[config.mk]
export PLATFORM = sky130hd
export DESIGN_NAME = irq_entry_ctrl
export DESIGN_NICKNAME = d
export VERILOG_FILES = /design/src/rtl/irq_entry_pkg.sv /design/src/rtl/irq_defer_window.sv /design/src/rtl/irq_take_arb.sv /design/src/rtl/irq_redirect.sv /design/src/rtl/irq_entry_ctrl.sv
export SDC_FILE = /design/constraint.sdc
export NUM_CORES = 1
export LEC_CHECK = 0
export ABC_AREA = 1
export BUFFER_PORTS_ARGS = -buffer_cell sky130_fd_sc_hd__clkbuf_2
export CORE_UTILIZATION = 36
export CTS_CLUSTER_DIAMETER = 120
export DETAILED_ROUTE_END_ITERATION = 6
export PLACE_DENSITY = 0.92
export SYNTH_ARGS = -nofsm -noshare
export SYNTH_HDL_FRONTEND = slang
export SYNTH_SLANG_ARGS = --single-unit
[constraint.sdc]
create_clock -name clk -period 2 [get_ports clk]
set_input_delay 0.5 -clock clk [delete_from_list [all_inputs] [get_ports clk]]
set_output_delay 0.5 -clock clk [all_outputs]
set_load 0.01 [all_outputs]
[src/rtl/irq_entry_pkg.sv]
package irq_entry_pkg;
  localparam int unsigned PC_W     = 32;
  localparam int unsigned WIN_LEN  = 3;
  localparam int unsigned FLUSH_N  = 3;
  localparam logic [PC_W-1:0] HANDLER_VEC = 32'h0040_000C;

  // Address of the instruction that follows pc sequentially
  function automatic logic [PC_W-1:0] seq_after(input logic [PC_W-1:0] pc);
    return pc + PC_W'(4);
  endfunction

  // Next value of the protection window counter
  function automatic logic [7:0] win_next(input logic [7:0] cur, input logic vld,
                                           input logic cti, input logic [7:0] len);
    if (vld && cti)              return len;
    else if (vld && cur != 8'd0) return cur - 8'd1;
    else                         return cur;
  endfunction
endpackage

[src/rtl/irq_defer_window.sv]
module irq_defer_window #(
  parameter int unsigned WIN_LEN = 3
) (
  input  logic clk,
  input  logic rst_n,
  input  logic ex_valid,
  input  logic ex_cti,
  output logic win_busy
);
  localparam int unsigned CW = $clog2(WIN_LEN + 1);

  logic [CW-1:0] cnt_q;
  logic [7:0]    nxt;

  always_comb nxt = irq_entry_pkg::win_next(8'(cnt_q), ex_valid, ex_cti, 8'(WIN_LEN));

  always_ff @(posedge clk or negedge rst_n) begin
    if (!rst_n) cnt_q <= '0;
    else        cnt_q <= nxt[CW-1:0];
  end

  assign win_busy = (cnt_q != '0);
endmodule

[src/rtl/irq_take_arb.sv]
module irq_take_arb (
  input  logic clk,
  input  logic rst_n,
  input  logic irq_req,
  input  logic irq_glb_en,
  input  logic ex_valid,
  input  logic ex_cti,
  input  logic win_busy,
  output logic take,
  output logic held
);
  logic held_q;

  assign take = irq_req && irq_glb_en && ex_valid && !ex_cti && !win_busy && !held_q;
  assign held = held_q;

  // Hold off re-entry until the enable has been seen low once
  always_ff @(posedge clk or negedge rst_n) begin
    if (!rst_n)           held_q <= 1'b0;
    else if (!irq_glb_en) held_q <= 1'b0;
    else if (take)        held_q <= 1'b1;
  end
endmodule

[src/rtl/irq_redirect.sv]
module irq_redirect #(
  parameter int unsigned PC_W    = 32,
  parameter int unsigned FLUSH_N = 3,
  parameter logic [PC_W-1:0] VEC = 32'h0040_000C
) (
  input  logic              take,
  input  logic [PC_W-1:0]   ex_pc,
  input  logic [PC_W-1:0]   npc_seq,
  output logic [PC_W-1:0]   fetch_pc,
  output logic              fetch_sel_vec,
  output logic [FLUSH_N-1:0] flush_young,
  output logic [PC_W-1:0]   epc_save
);
  assign fetch_sel_vec = take;
  assign fetch_pc      = take ? VEC : npc_seq;
  assign epc_save      = irq_entry_pkg::seq_after(ex_pc);

  for (genvar g = 0; g < FLUSH_N; g++) begin : g_flush
    assign flush_young[g] = take;
  end
endmodule

[src/rtl/irq_entry_ctrl.sv]
module irq_entry_ctrl #(
  parameter int unsigned PC_W    = irq_entry_pkg::PC_W,
  parameter int unsigned WIN_LEN = irq_entry_pkg::WIN_LEN,
  parameter int unsigned FLUSH_N = irq_entry_pkg::FLUSH_N,
  parameter logic [PC_W-1:0] VEC = irq_entry_pkg::HANDLER_VEC
) (
  input  logic               clk,
  input  logic               rst_n,
  input  logic               irq_req,
  input  logic               irq_glb_en,
  input  logic               ex_valid,
  input  logic               ex_cti,
  input  logic [PC_W-1:0]    ex_pc,
  input  logic [PC_W-1:0]    npc_seq,
  output logic [PC_W-1:0]    fetch_pc,
  output logic               fetch_sel_vec,
  output logic [FLUSH_N-1:0] flush_young,
  output logic [PC_W-1:0]    epc_save,
  output logic               irq_enter
);
  logic win_busy;
  logic take;
  logic held;

  irq_defer_window #(.WIN_LEN(WIN_LEN)) win_i (
    .clk(clk), .rst_n(rst_n), .ex_valid(ex_valid), .ex_cti(ex_cti), .win_busy(win_busy)
  );

  irq_take_arb arb_i (
    .clk(clk), .rst_n(rst_n), .irq_req(irq_req), .irq_glb_en(irq_glb_en),
    .ex_valid(ex_valid), .ex_cti(ex_cti), .win_busy(win_busy), .take(take), .held(held)
  );

  irq_redirect #(.PC_W(PC_W), .FLUSH_N(FLUSH_N), .VEC(VEC)) rd_i (
    .take(take), .ex_pc(ex_pc), .npc_seq(npc_seq), .fetch_pc(fetch_pc),
    .fetch_sel_vec(fetch_sel_vec), .flush_young(flush_young), .epc_save(epc_save)
  );

  assign irq_enter = take;
endmodule

## Word-level counts from Yosys, hierarchy flattened

Cells that the tools add are included.

| operators by class | value |
|---|---|
| add/subtract/negate cells | 2 |
| equal/unequal tests | 1 |
| mux-type cells | 5 |
| reductions and logical operators | 12 |

Operators with widths:

| operator | number |
|---|---|
| $add 32x3->32 const B | 1 |
| $mux 32 | 1 |
| $logic_and 1x1->1 | 7 |
| $mux 2 | 2 |
| $reduce_bool 2->1 | 2 |
| $logic_not 1->1 | 3 |
| $mux 1 | 2 |
| $ne 2x1->1 const B | 1 |
| $sub 2x1->2 const B | 1 |

| storage, ports and cells | value |
|---|---|
| register bits after elaboration | 3 |
| input bits | 70 |
| output and inout port bits | 69 |

## Longest topological paths before layout

Gate-level depths: netlist of the first run.

| depth | value |
|---|---|
| word-level depth | 7 |
| gate-level depth with buffers | 8 |
| gate-level depth less buffers | 8 |

## Hierarchy

From an unflattened synthesis of the first run, not the netlist that was laid out.

| second synthesis, totals | value |
|---|---|
| cells, all modules | 267 |
| area total of the unflattened synthesis | 1306.3 um^2 |

Modules (own cells, without submodules):

| module | instances | cells each | area an instance (um^2) |
|---|---|---|---|
| irq_redirect | 1 | 241 | 1123.6 |
| irq_defer_window | 1 | 17 | 120.1 |
| irq_take_arb | 1 | 9 | 62.6 |

## Least setup slack after synthesis of the first run

OpenSTA, ideal clock, no wires.

| timing path | value |
|---|---|
| path type | input-to-output |
| start point | input ex_pc[2] |
| end point | output epc_save[16] |
| arrival time | 1.331 ns |
| required time | 1.500 ns |
| path slack | 0.169 ns |
| stages on the path | 5 |
| buffers on the path | 0 |
| cell sequence | ha_1 -> nand3_1 -> nor2_2 -> nand3_1 -> xnor2_1 |

| on the way | value |
|---|---|
| cells in the longest elaborated chain, start to end | 1 |

RTL lines:

| what | line | source |
|---|---|---|
| start, declared | irq_entry_ctrl.sv:13 | `input logic [PC_W-1:0] ex_pc,` |
| $add 32x3->32 | irq_entry_pkg.sv:9 | `return pc + PC_W'(4);` |
| end, declared | irq_entry_ctrl.sv:18 | `output logic [PC_W-1:0] epc_save,` |

Every way passes these cells.

## Final worst setup path of the first run

| timing path | value |
|---|---|
| start point | register win_i.cnt_q[1] |
| end point | output fetch_pc[18] |

| on the way | value |
|---|---|
| cells in the longest elaborated chain, start to end | 5 |

RTL lines:

| what | line | source |
|---|---|---|
| start, declared | irq_defer_window.sv:12 | `logic [CW-1:0] cnt_q;` |
| start signal, assigned | irq_defer_window.sv:19 | `else cnt_q <= nxt[CW-1:0];` |
| $reduce_bool 2->1 | irq_defer_window.sv:22 | `assign win_busy = (cnt_q != '0);` |
| $logic_not 1->1 | irq_take_arb.sv:14 | `assign take = irq_req && irq_glb_en && ex_valid && !ex_cti && !win_busy && !held_q;` |
| $logic_and 1x1->1 (2 in series) | irq_take_arb.sv:14 |  |
| $mux 32 | irq_redirect.sv:15 | `assign fetch_pc = take ? VEC : npc_seq;` |
| end, declared | irq_entry_ctrl.sv:15 | `output logic [PC_W-1:0] fetch_pc,` |

Every way passes these cells.

==> flow_summary.yaml, run 1 <==
placement:
  port_buffers: 134
  place.detailed.instances: 460
  routabilityCongestion: 0.978
  hpwl_after_dpl_um: 4080
routing:
  routed-wl-met2_um: 3230
  final_antenna_net_count: 0
  drc: 0
  m1WireLength_um: 2190
  wl_um: 6120
  drtIter0Drc: 88
  detailedRoute.firstPassIterationCount: 4
  dr.max_layer_used: "met4"
  dr_wl_met3_um: 470
  average_detailed_routed_wire_length_per_instance_um: 12.9
  vias_per_cell: 4.85
  detailroute.via_count: 2296
cts:
  cts.path.max_buffers: 2
  htreeDepth: 1
  clock_tree.root_cell: "sky130_fd_sc_hd__clkbuf_8"
  numCtsBuffers: 3
  clock_slew_at_the_register_clock_pins_of_the_worst_setup_and_hold_paths_ns: 0.03
  clock_insertion_delay_worst_skew_ns: 0.22
  tritoncts_clock_tree: "built"
  clock-sinks: 3
timing:
  final_max_slew_viols: 0
  timing.slew.headroom_pct: 68.5
  worst_case_setup_margin_in_the_final_layout_ns: -0.0383
  finalSetupViolCount: 17
  finalWorstPathRequiredPeriod_ns: 2.04
  worst_slew_pin_slew_ns: 0.469
  achievable-frequency_mhz: 491
  final.period_utilization_pct: 102
  hold_violations: 0
  rsz0062_at_grt: "yes"
  final.setup_skew_ns: 0.00207
final_layout:
  layout.area.seq_um2: 75.1
  layoutNonFillerInstCount: 473
  layout_common_cells: "sky130_fd_sc_hd__clkbuf_2, sky130_fd_sc_hd__nand2_1, sky130_fd_sc_hd__inv_1"
  most_common_cell_after_layout_fill_and_taps_aside: "sky130_fd_sc_hd__clkbuf_2"
  n_fill_cell: 267
  final_net_count: 500
  total_area_of_multi_input_combinational_cells_um2: 1250
  layout-drive-gt1-share_pct: 55.5
  syn_to_final_growth_pct: 91.1
  antenna_cells: 0
power:
  proportion_of_power_drawn_by_combinational_gates_pct: 64.4
  power.clock.fraction_pct: 24.8
  worst_vdd_drop_mv: 0.493
  power_dissipated_by_switching_net_loads_mw: 0.292
  power.internal_mw: 0.416
  netSwitchingFraction_pct: 41.3
  power.share.sequential_pct: 10.8
  powerDensity_nw_per_um2: 273
  p_leak_nw: 1.60
  total_power_mw: 0.707
global_route:
  grt_max_degree: 30
  grt.total_usage_pct: 23.3
  global_route_wire_length_before_repair_um: 7710
  grt_overflow_total: 0
  antenna_found_initial: 0
  via_count_of_the_first_global_routing_pass: 1912
floorplan:
  die_h_um: 63.3
  floorplan.rows: 21
  placeableCoreArea_um2: 3470
  initial_cell_density_of_the_core_pct: 39.0
  die_wd_um: 63.3
  design.die.area_um2: 4010
  io_pins: 139
critical_path:
  worstReg2RegEnd: "win_i.cnt_q[0]"
  crit_end: "fetch_pc[18]"
  worst-path-max-fanout: 7
  endpoint_kind: "output pin"
  startpoint: "win_i.cnt_q[1]"
  worst-endpoint-arrival_ns: 1.54
  critPathKind: "flop to output pin"
  required_ns: 1.50
  setup.worst_path.start_class: "flop"
  worst-r2r-cell-count: 6
  ff2ff_setup_slack_ns: 0.53
  r2r-start: "win_i.cnt_q[1]"
synthesis:
  synth_compound_area_share_pct: 2.13
  yosysWarningCount: 0
  avgSynthCellArea_um2: 4.89
  synth_xor_area_share_pct: 9.70
  synth_area_um2: 1350
  seq_area_frac_synth_pct: 5.55
  distinct_cell_type_count_after_synthesis: 19
  synthesis.instances: 277
  largest_family_of_logic_cells_by_synthesized_area: "simple AND/OR/NAND/NOR gates"
  synth_seq_cells: 3
  synthMuxAreaShare_pct: 0
  syn_nets: 349
  synth_simple_gate_area_share_pct: 61.4
  post_synth_fa_ha_maj_area_fraction_pct: 1.85
flow_run:
  drv.max_cap_violation_count: 0
worst_hold_path:
  holdCritPathClass: "input port to async pin"
status:
  outcome: "finished with violations"
  violations: "setup timing"
==> timing repair <==
action | CTS | global route
gates cloned | 0 | 3
setup buffers | 1 | 5
hold buffers | 0 | 0
pin swaps | 7 | 24
gates resized for setup | 12 | 114
endpoints found under the setup margin | 43 | 57
==> synthesized netlist by cell type <==
cell type | n | area, µm²
sky130_fd_sc_hd__buf_2 | 3 | 15.0
sky130_fd_sc_hd__nand3b_1 | 5 | 37.5
sky130_fd_sc_hd__xor2_1 | 9 | 78.8
sky130_fd_sc_hd__buf_4 | 6 | 45.0
sky130_fd_sc_hd__nor2_1 | 37 | 139
sky130_fd_sc_hd__or2_2 | 3 | 18.8
sky130_fd_sc_hd__nor2_2 | 5 | 31.3
sky130_fd_sc_hd__nor2_4 | 6 | 67.6
sky130_fd_sc_hd__nand2_4 | 2 | 22.5
sky130_fd_sc_hd__nand3_1 | 12 | 60.1
sky130_fd_sc_hd__a31oi_1 | 1 | 6.26
sky130_fd_sc_hd__nand2_2 | 3 | 18.8
sky130_fd_sc_hd__o21ai_0 | 3 | 15.0
sky130_fd_sc_hd__a21boi_0 | 1 | 7.51
sky130_fd_sc_hd__inv_1 | 54 | 203
sky130_fd_sc_hd__nand2_1 | 116 | 435
sky130_fd_sc_hd__dfrtp_1 | 3 | 75.1
sky130_fd_sc_hd__ha_1 | 2 | 25.0
sky130_fd_sc_hd__xnor2_1 | 6 | 52.6
==> layer usage <==
| layer | vias up | GRT usage [%] |
|---|---|---|
| met3 | 30 | 4.35 |
| met4 | 0 | 6.82 |
| met5 | - | 0 |
| met2 | 148 | 42.3 |
| li1 | 1107 | - |
| met1 | 1011 | 27.4 |
==> registers in the layout (all words and copies together), names as in the netlist <==
register / count
arb_i.held: 1
win_i.cnt_q: 2
==> kinds of logic after synthesis <==
family | Yosys count
xor gates and xnor gates | 15
DFF | 3
buffers and inverters | 63
and+or+nand+nor | 189
AOI/OAI and AO/OA | 5
adders and majority gates | 2
==> through the flow <==
step | TNS (ns) | hold slack (ns) | area, µm² | worst slack (ns) | util, %
final | -0.247 | 0.0822 | 2590 | -0.0383 | 74.6
after global routing | -2.35 | 0.0823 | 2590 | -0.0985 | 74.6
after CTS | -0.0241 | 0.0828 | 2230 | -0.0241 | 64.4
after detailed placement | -0.332 | 0.307 | 2120 | -0.119 | 61.3
after global placement | -0.0548 | 0.301 | 2120 | -0.0356 | 61.3
after floorplan | 0 | 0.204 | 1350 | 0.169 | -
==> critical path, cell delays in order (launching register included) <==
cell and delay, ns:
sky130_fd_sc_hd__dfrtp_1 0.39, sky130_fd_sc_hd__inv_2 0.09, sky130_fd_sc_hd__ha_4 0.15, sky130_fd_sc_hd__nand2_4 0.05
sky130_fd_sc_hd__nor2_4 0.12, sky130_fd_sc_hd__nand2_4 0.11, sky130_fd_sc_hd__clkbuf_16 0.19, sky130_fd_sc_hd__nand2_2 0.08
sky130_fd_sc_hd__inv_2 0.04, sky130_fd_sc_hd__buf_6 0.11
==> power groups by stage <==
stage | clock network, mW | registers (mW) | logic (mW)
global placement | 0 | 0.0736 | 0.341
global route | 0.183 | 0.0774 | 0.487
finish | 0.175 | 0.0764 | 0.456
floorplan | 0 | 0.0735 | 0.168
detailed placement | 0 | 0.0742 | 0.349
CTS | 0.175 | 0.0742 | 0.366
==> cell type report <==
type | count | share of cell area [%]
multi-input combinational | 211 | 48.2
timing repair buffer | 155 | 37.0
sequential | 3 | 2.90
tap | 46 | 2.22
inverter | 54 | 7.93
clock buffer | 4 | 1.74
==> worst min path at each step <==
stage               startpoint              to  cells after the start
floorplan                rst_n      arb_i.held                      0
global placement         rst_n      arb_i.held                      1
detailed placement       rst_n      arb_i.held                      1
CTS                      rst_n  win_i.cnt_q[0]                      1
global route             rst_n  win_i.cnt_q[1]                      1
finish                   rst_n  win_i.cnt_q[1]                      1
(Power assumes the default switching activity.)
==> inputs of run 2 (changes only) <==
PLACE_DENSITY = 0.93   (was 0.92)
SYNTH_HIERARCHICAL = 1   (was default)
==> flow_summary.yaml, run 2 <==
status:
  outcome: "finished with violations"
  violations: "setup timing"
final_layout:
  layout_common_cells: "sky130_fd_sc_hd__clkbuf_2, sky130_fd_sc_hd__nand2_1, sky130_fd_sc_hd__inv_1"
  antenna_cells: 0
  largest_reg_flops: 2
  most_common_cell_after_layout_fill_and_taps_aside: "sky130_fd_sc_hd__clkbuf_2"
  register_with_the_most_flip_flops: "win_i/cnt_q"
  syn_to_final_growth_pct: 88.9
  final_net_count: 498
  layout-drive-gt1-share_pct: 52.9
  n_fill_cell: 254
  finalInstanceArea_um2: 2470
timing:
  worst_slew_pin_slew_ns: 0.197
  final_max_slew_viols: 0
  worst_case_setup_margin_in_the_final_layout_ns: -0.172
  finalWorstPathRequiredPeriod_ns: 2.17
  final.period_utilization_pct: 109
  timing.slew.headroom_pct: 86.8
  hold_violations: 0
  hold_ws_ns: 0.0508
  finalSetupViolCount: 38
  rsz0062_at_grt: "yes"
  final.setup_skew_ns: 0.00321
  achievable-frequency_mhz: 460
placement:
  routabilityCongestion: 0.878
  port_buffers: 134
  post_dp_cell_area_um2: 2060
  hpwl_after_dpl_um: 3830
routing:
  wl_um: 5590
  drtIter0Drc: 159
  detailroute.via_count: 2249
  drc: 0
  average_detailed_routed_wire_length_per_instance_um: 11.9
  vias_per_cell: 4.77
  detailedRoute.firstPassIterationCount: 4
  final_antenna_net_count: 0
synthesis:
  synthesis.instances: 267
  yosysWarningCount: 6
  synth_enable_flop_cells: 0
  synth_seq_cells: 3
  syn_nets: 339
  post_synth_main_area_contributors: "sky130_fd_sc_hd__nand2_1, sky130_fd_sc_hd__nor2_1, sky130_fd_sc_hd__inv_1, sky130_fd_sc_hd__xor2_1, sky130_fd_sc_hd__dfrtp_1"
  synthFlopType: "sky130_fd_sc_hd__dfrtp_1"
  seq_area_frac_synth_pct: 5.75
  yosys.area.top_type_share_pct: 26.7
  netlist_top_cells_count: "sky130_fd_sc_hd__nand2_1, sky130_fd_sc_hd__nor2_1, sky130_fd_sc_hd__inv_1"
  distinct_cell_type_count_after_synthesis: 17
  synth_area_um2: 1310
  yosys.cell_count.top_type: "sky130_fd_sc_hd__nand2_1"
  avgSynthCellArea_um2: 4.89
  synth_top_area_cell: "sky130_fd_sc_hd__nand2_1"
  postSynth.asyncResetShare_pct: 100
critical_path:
  worst_path_dominant_cell_family: "buffers and inverters"
  critPathKind: "flop to flop"
  worstReg2RegEnd: "arb_i/held"
  worst-endpoint-arrival_ns: 2.35
  startpoint: "win_i/cnt_q[1]"
  setup.worst_path.start_class: "flop"
  cp_cell_sequence: "inv_1 -> ha_2 -> inv_2 -> nor2_2 -> nand2_2 -> buf_4 -> buf_4 -> buf_4 -> buf_4 -> buf_4 -> buf_4 -> buf_4 -> buf_4 -> buf_4 -> buf_4 -> nand2_2"
  worst-r2r-cell-count: 16
  worst-path-max-fanout: 2
  crit_end: "arb_i/held"
  ff2ff_setup_slack_ns: -0.17
  timing.critical_path.buf_inv: 12
  required_ns: 2.18
  endpoint_kind: "flop"
  critical_path_depth: 16
  critPathSlowestCell: "sky130_fd_sc_hd__dfrtp_1"
  r2r-start: "win_i/cnt_q[1]"
  cp_common_cell: "sky130_fd_sc_hd__buf_4"
  max_stage_delay_ns: 0.39
cts:
  clock_slew_at_the_register_clock_pins_of_the_worst_setup_and_hold_paths_ns: 0.04
  clock-sinks: 3
  numCtsBuffers: 3
  tritoncts_clock_tree: "built"
  htreeDepth: 1
  cts_hold_bufs: 0
  cts.path.max_buffers: 2
  clock_tree.root_cell: "sky130_fd_sc_hd__clkbuf_4"
  clock_insertion_delay_worst_skew_ns: 0.24
floorplan:
  die_wd_um: 62.2
  floorplan.rows: 21
  design.die.area_um2: 3870
  io_pins: 139
  die_h_um: 62.2
  placeableCoreArea_um2: 3420
  initial_cell_density_of_the_core_pct: 38.2
global_route:
  global_route_wire_length_before_repair_um: 8420
  antenna_found_initial: 0
  via_count_of_the_first_global_routing_pass: 2102
  grt_max_degree: 15
  grt_overflow_total: 0
  grt.total_usage_pct: 26.5
power:
  worst_vdd_drop_mv: 0.344
  powerDensity_nw_per_um2: 335
  p_leak_nw: 1.53
  total_power_mw: 0.827
worst_hold_path:
  holdCritPathClass: "input port to async pin"
flow_run:
  drv.max_cap_violation_count: 0
## run 2: cell types whose count changed after synthesis, moves of 3 or more
cell | previous run | this run
sky130_fd_sc_hd__o21ai_0 | 3 | 0
sky130_fd_sc_hd__clkbuf_1 | 0 | 3
sky130_fd_sc_hd__nor2_1 | 37 | 59
sky130_fd_sc_hd__inv_1 | 54 | 48
sky130_fd_sc_hd__nand2_1 | 116 | 93
sky130_fd_sc_hd__nand3_1 | 12 | 8
sky130_fd_sc_hd__nand3b_1 | 5 | 8
sky130_fd_sc_hd__and2_1 | 0 | 3
sky130_fd_sc_hd__buf_2 | 3 | 0
## run 2: metrics by stage
| stage | worst slack [ns] | setup TNS [ns] | util [%] | cells |
|---|---|---|---|---|
| 3_3_place_gp | -0.0927 | -0.628 | 60.3 | 449 |
| 6_report | -0.172 | -3.89 | 72.2 | 471 |
| 4_1_cts | -0.0534 | -0.961 | 66.8 | 467 |
| 3_5_place_dp | -0.124 | -0.880 | 60.3 | 449 |
| 5_1_grt | -0.238 | -7.59 | 72.2 | 471 |
| 2_1_floorplan | 0.0405 | 0 | - | 267 |
## run 2: final cells by class
class / count / area (µm²) / share of cell area (%)
Tap cell: 46 / 57.6 / 2.33
Multi-Input combinational cell: 207 / 1180 / 47.8
Timing Repair Buffer: 163 / 948 / 38.4
Inverter: 48 / 180 / 7.30
Sequential cell: 3 / 75.1 / 3.04
Clock buffer: 4 / 26.3 / 1.06
## run 2: worst min-delay path by stage
| stage | end | slack, ns | cells after the start |
|---|---|---|---|
| 3_3_place_gp | arb_i/held | 0.30 | 1 |
| 3_5_place_dp | win_i/cnt_q[0] | 0.30 | 1 |
| 2_1_floorplan | arb_i/held | 0.20 | 0 |
| 4_1_cts | arb_i/held | 0.04 | 1 |
| 5_1_grt | arb_i/held | 0.04 | 1 |
| 6_report | win_i/cnt_q[0] | 0.05 | 1 |
## run 2: cell families (layout without fill, tap and decap cells)
| kind of cell | count (synthesis) | after routing | synth area share [%] |
|---|---|---|---|
| and+or+nand+nor | 190 | 190 | 64.2 |
| buffers and inverters | 57 | 215 | 18.1 |
| xor gates and xnor gates | 15 | 15 | 10.1 |
| DFF | 3 | 3 | 5.75 |
| adders and majority gates | 2 | 2 | 1.92 |
## run 2: where the power goes
group | internal, mW | total, mW | switching, mW
Clock | 0.0754 | 0.116 | 0.0408
Combinational | 0.294 | 0.610 | 0.316
Sequential | 0.0839 | 0.101 | 0.0168
## run 2: what timing repair did
item | CTS | global route
buffers inserted | 13 | 4
pin swaps | 12 | 21
gates resized for setup | 24 | 61
setup endpoints to repair | 48 | 60
gates cloned | 1 | 0
## run 2: layer usage
metal | GRT usage [%] | share of wire [%] | up-vias | wire length [µm]
met4 | 14.2 | 4.8 | 0 | 268
met5 | 0 | 0 | - | 0
met3 | 3.68 | 7.8 | 31 | 438
li1 | - | - | 1086 | -
met1 | 25.2 | 35 | 980 | 1930
met2 | 53.7 | 53 | 152 | 2950
## run 2: worst register-to-register path, delay by kind of cell (launching register included)
kind | cells | cell delay [ns]
DFF | 1 | 0.39
buffers and inverters | 12 | 1.33
adders and majority gates | 1 | 0.16
and+or+nand+nor | 3 | 0.23
==> inputs of run 3 (changes only) <==
SETUP_SLACK_MARGIN = 0.2   (was default)
==> flow_summary.yaml, run 3 (synthesis gave the netlist of run 2 again) <==
critical_path:
  worst-path-max-fanout: 11
  worst-endpoint-arrival_ns: 1.62
  critPathSlowestCell: "sky130_fd_sc_hd__dfrtp_1"
  worst_path_dominant_cell_family: "simple AND/OR/NAND/NOR gates"
  setup.worst_path.start_class: "flop"
  timing.critical_path.buf_inv: 4
  endpoint_kind: "output pin"
  required_ns: 1.50
  max_stage_delay_ns: 0.35
  cp_cell_sequence: "inv_1 -> ha_1 -> inv_2 -> nor2_2 -> nand2_2 -> nor2_4 -> buf_12 -> or2_2 -> buf_6"
  critPathKind: "flop to output pin"
cts:
  clock-sinks: 3
  clock_tree.root_cell: "sky130_fd_sc_hd__clkbuf_4"
  cts.path.max_buffers: 2
  htreeDepth: 1
  clock_insertion_delay_worst_skew_ns: 0.23
  tritoncts_clock_tree: "built"
  numCtsBuffers: 3
  clock_slew_at_the_register_clock_pins_of_the_worst_setup_and_hold_paths_ns: 0.03
  cts_hold_bufs: 0
final_layout:
  largest_reg_flops: 2
  final_net_count: 500
  register_with_the_most_flip_flops: "win_i/cnt_q"
  layoutNonFillerInstCount: 473
  layout_common_cells: "sky130_fd_sc_hd__clkbuf_2, sky130_fd_sc_hd__nand2_1, sky130_fd_sc_hd__inv_1"
  antenna_cells: 0
  most_common_cell_after_layout_fill_and_taps_aside: "sky130_fd_sc_hd__clkbuf_2"
  syn_to_final_growth_pct: 112
  layout-drive-gt1-share_pct: 58.1
global_route:
  antenna_found_initial: 0
  global_route_wire_length_before_repair_um: 8320
  grt_util_met1_pct: 24.5
  grt_max_degree: 14
  grt.total_usage_pct: 26.4
  globalRouteMet3Util_pct: 4.23
  grt_overflow_total: 0
  global_route.usage.met2_pct: 53.6
  via_count_of_the_first_global_routing_pass: 2060
  busiest_layer: "met2"
power:
  power.clock.fraction_pct: 13.3
  power_dissipated_by_switching_net_loads_mw: 0.347
  power.internal_mw: 0.433
  proportion_of_power_drawn_by_combinational_gates_pct: 74.2
  p_leak_nw: 1.66
  worst_vdd_drop_mv: 0.247
  powerDensity_nw_per_um2: 281
  netSwitchingFraction_pct: 44.5
  power.share.sequential_pct: 12.5
floorplan:
  die_h_um: 62.2
  die_wd_um: 62.2
  placeableCoreArea_um2: 3420
  design.die.area_um2: 3870
  floorplan.rows: 21
  initial_cell_density_of_the_core_pct: 38.2
  io_pins: 139
routing:
  drtIter0Drc: 128
  vias_per_cell: 4.76
  detailedRoute.firstPassIterationCount: 4
  final_antenna_net_count: 0
  drc: 0
  average_detailed_routed_wire_length_per_instance_um: 12.6
  wl_um: 5950
  detailroute.via_count: 2250
timing:
  timing.slew.headroom_pct: 86.5
  hold_violations: 0
  worst_slew_pin_slew_ns: 0.203
  final.period_utilization_pct: 106
  worst_case_setup_margin_in_the_final_layout_ns: -0.120
  tns_setup_ns: -2.06
  finalSetupViolCount: 40
  finalWorstPathRequiredPeriod_ns: 2.12
  rsz0062_at_grt: "yes"
  final.setup_skew_ns: 0.00208
  achievable-frequency_mhz: 472
  final_max_slew_viols: 0
placement:
  hpwl_after_dpl_um: 3840
  routabilityCongestion: 0.903
  place.detailed.instances: 451
  port_buffers: 134
flow_run:
  drv.max_cap_violation_count: 0
status:
  outcome: "finished with violations"
  violations: "setup timing"
worst_hold_path:
  holdCritPathClass: "input port to async pin"
## run 3: metrics by stage
step	total power, mW	utilization [%]	instance area (µm²)	hold slack (ns)	worst slack [ns]
after floorplan	0.340	-	1380	0.204	0.188
after global placement	0.543	63.0	2150	0.295	-0.0503
after detailed placement	0.557	63.0	2150	0.304	-0.0946
after CTS	0.721	73.4	2510	0.0560	-0.108
after global routing	0.842	81.1	2770	0.0531	-0.177
final	0.780	81.1	2770	0.0608	-0.120
## run 3: area by class of cell
class | count | area [µm²]
inverters | 48 | 183
fillers | 220 | 644
well taps | 46 | 57.6
clock buffers | 4 | 26.3
multi-input cells | 207 | 1340
repair buffers | 165 | 1090
flip-flops and latches | 3 | 75.1
## run 3: final timing paths
path | cells past startpoint | slack (ns) | to | start
min in group clk | 2 | 0.51 | win_i/cnt_q[1] | win_i/cnt_q[1]
worst max register to register | 7 | 0.95 | arb_i/held | win_i/cnt_q[0]
worst min register to register | 2 | 0.51 | win_i/cnt_q[1] | win_i/cnt_q[1]
worst max-delay path | 9 | -0.12 | fetch_pc[2] | win_i/cnt_q[0]
max in group asynchronous | 1 | 1.82 | win_i/cnt_q[0] | rst_n
worst min-delay path | 1 | 0.06 | arb_i/held | rst_n
## run 3: metal layers
layer | vias up | share of wire, %
li1 | 1087 | -
met1 | 1004 | 34
met2 | 133 | 54
met3 | 26 | 8.5
met4 | 0 | 4.1
met5 | - | 0
## run 3: worst reg2reg max path, delay by kind of cell, from the launching register on
family | cells | cell delay [ns]
adder cells (fa/ha/maj) | 1 | 0.15
AND/OR/NAND/NOR | 3 | 0.22
flip-flops | 1 | 0.38
buffers and inverters | 3 | 0.23
## run 3: timing repair
item	CTS	global route
resized for setup	54	90
setup endpoints to repair	61	63
pin swaps	35	38
buffers inserted	10	8
## run 3: power groups by stage
stage	Sequential, mW	Clock (mW)	Combinational (mW)
after global placement	0.0960	0	0.447
after floorplan	0.0960	0	0.244
after detailed placement	0.0975	0	0.459
after global routing	0.0987	0.114	0.630
after CTS	0.0967	0.108	0.516
final	0.0973	0.104	0.579
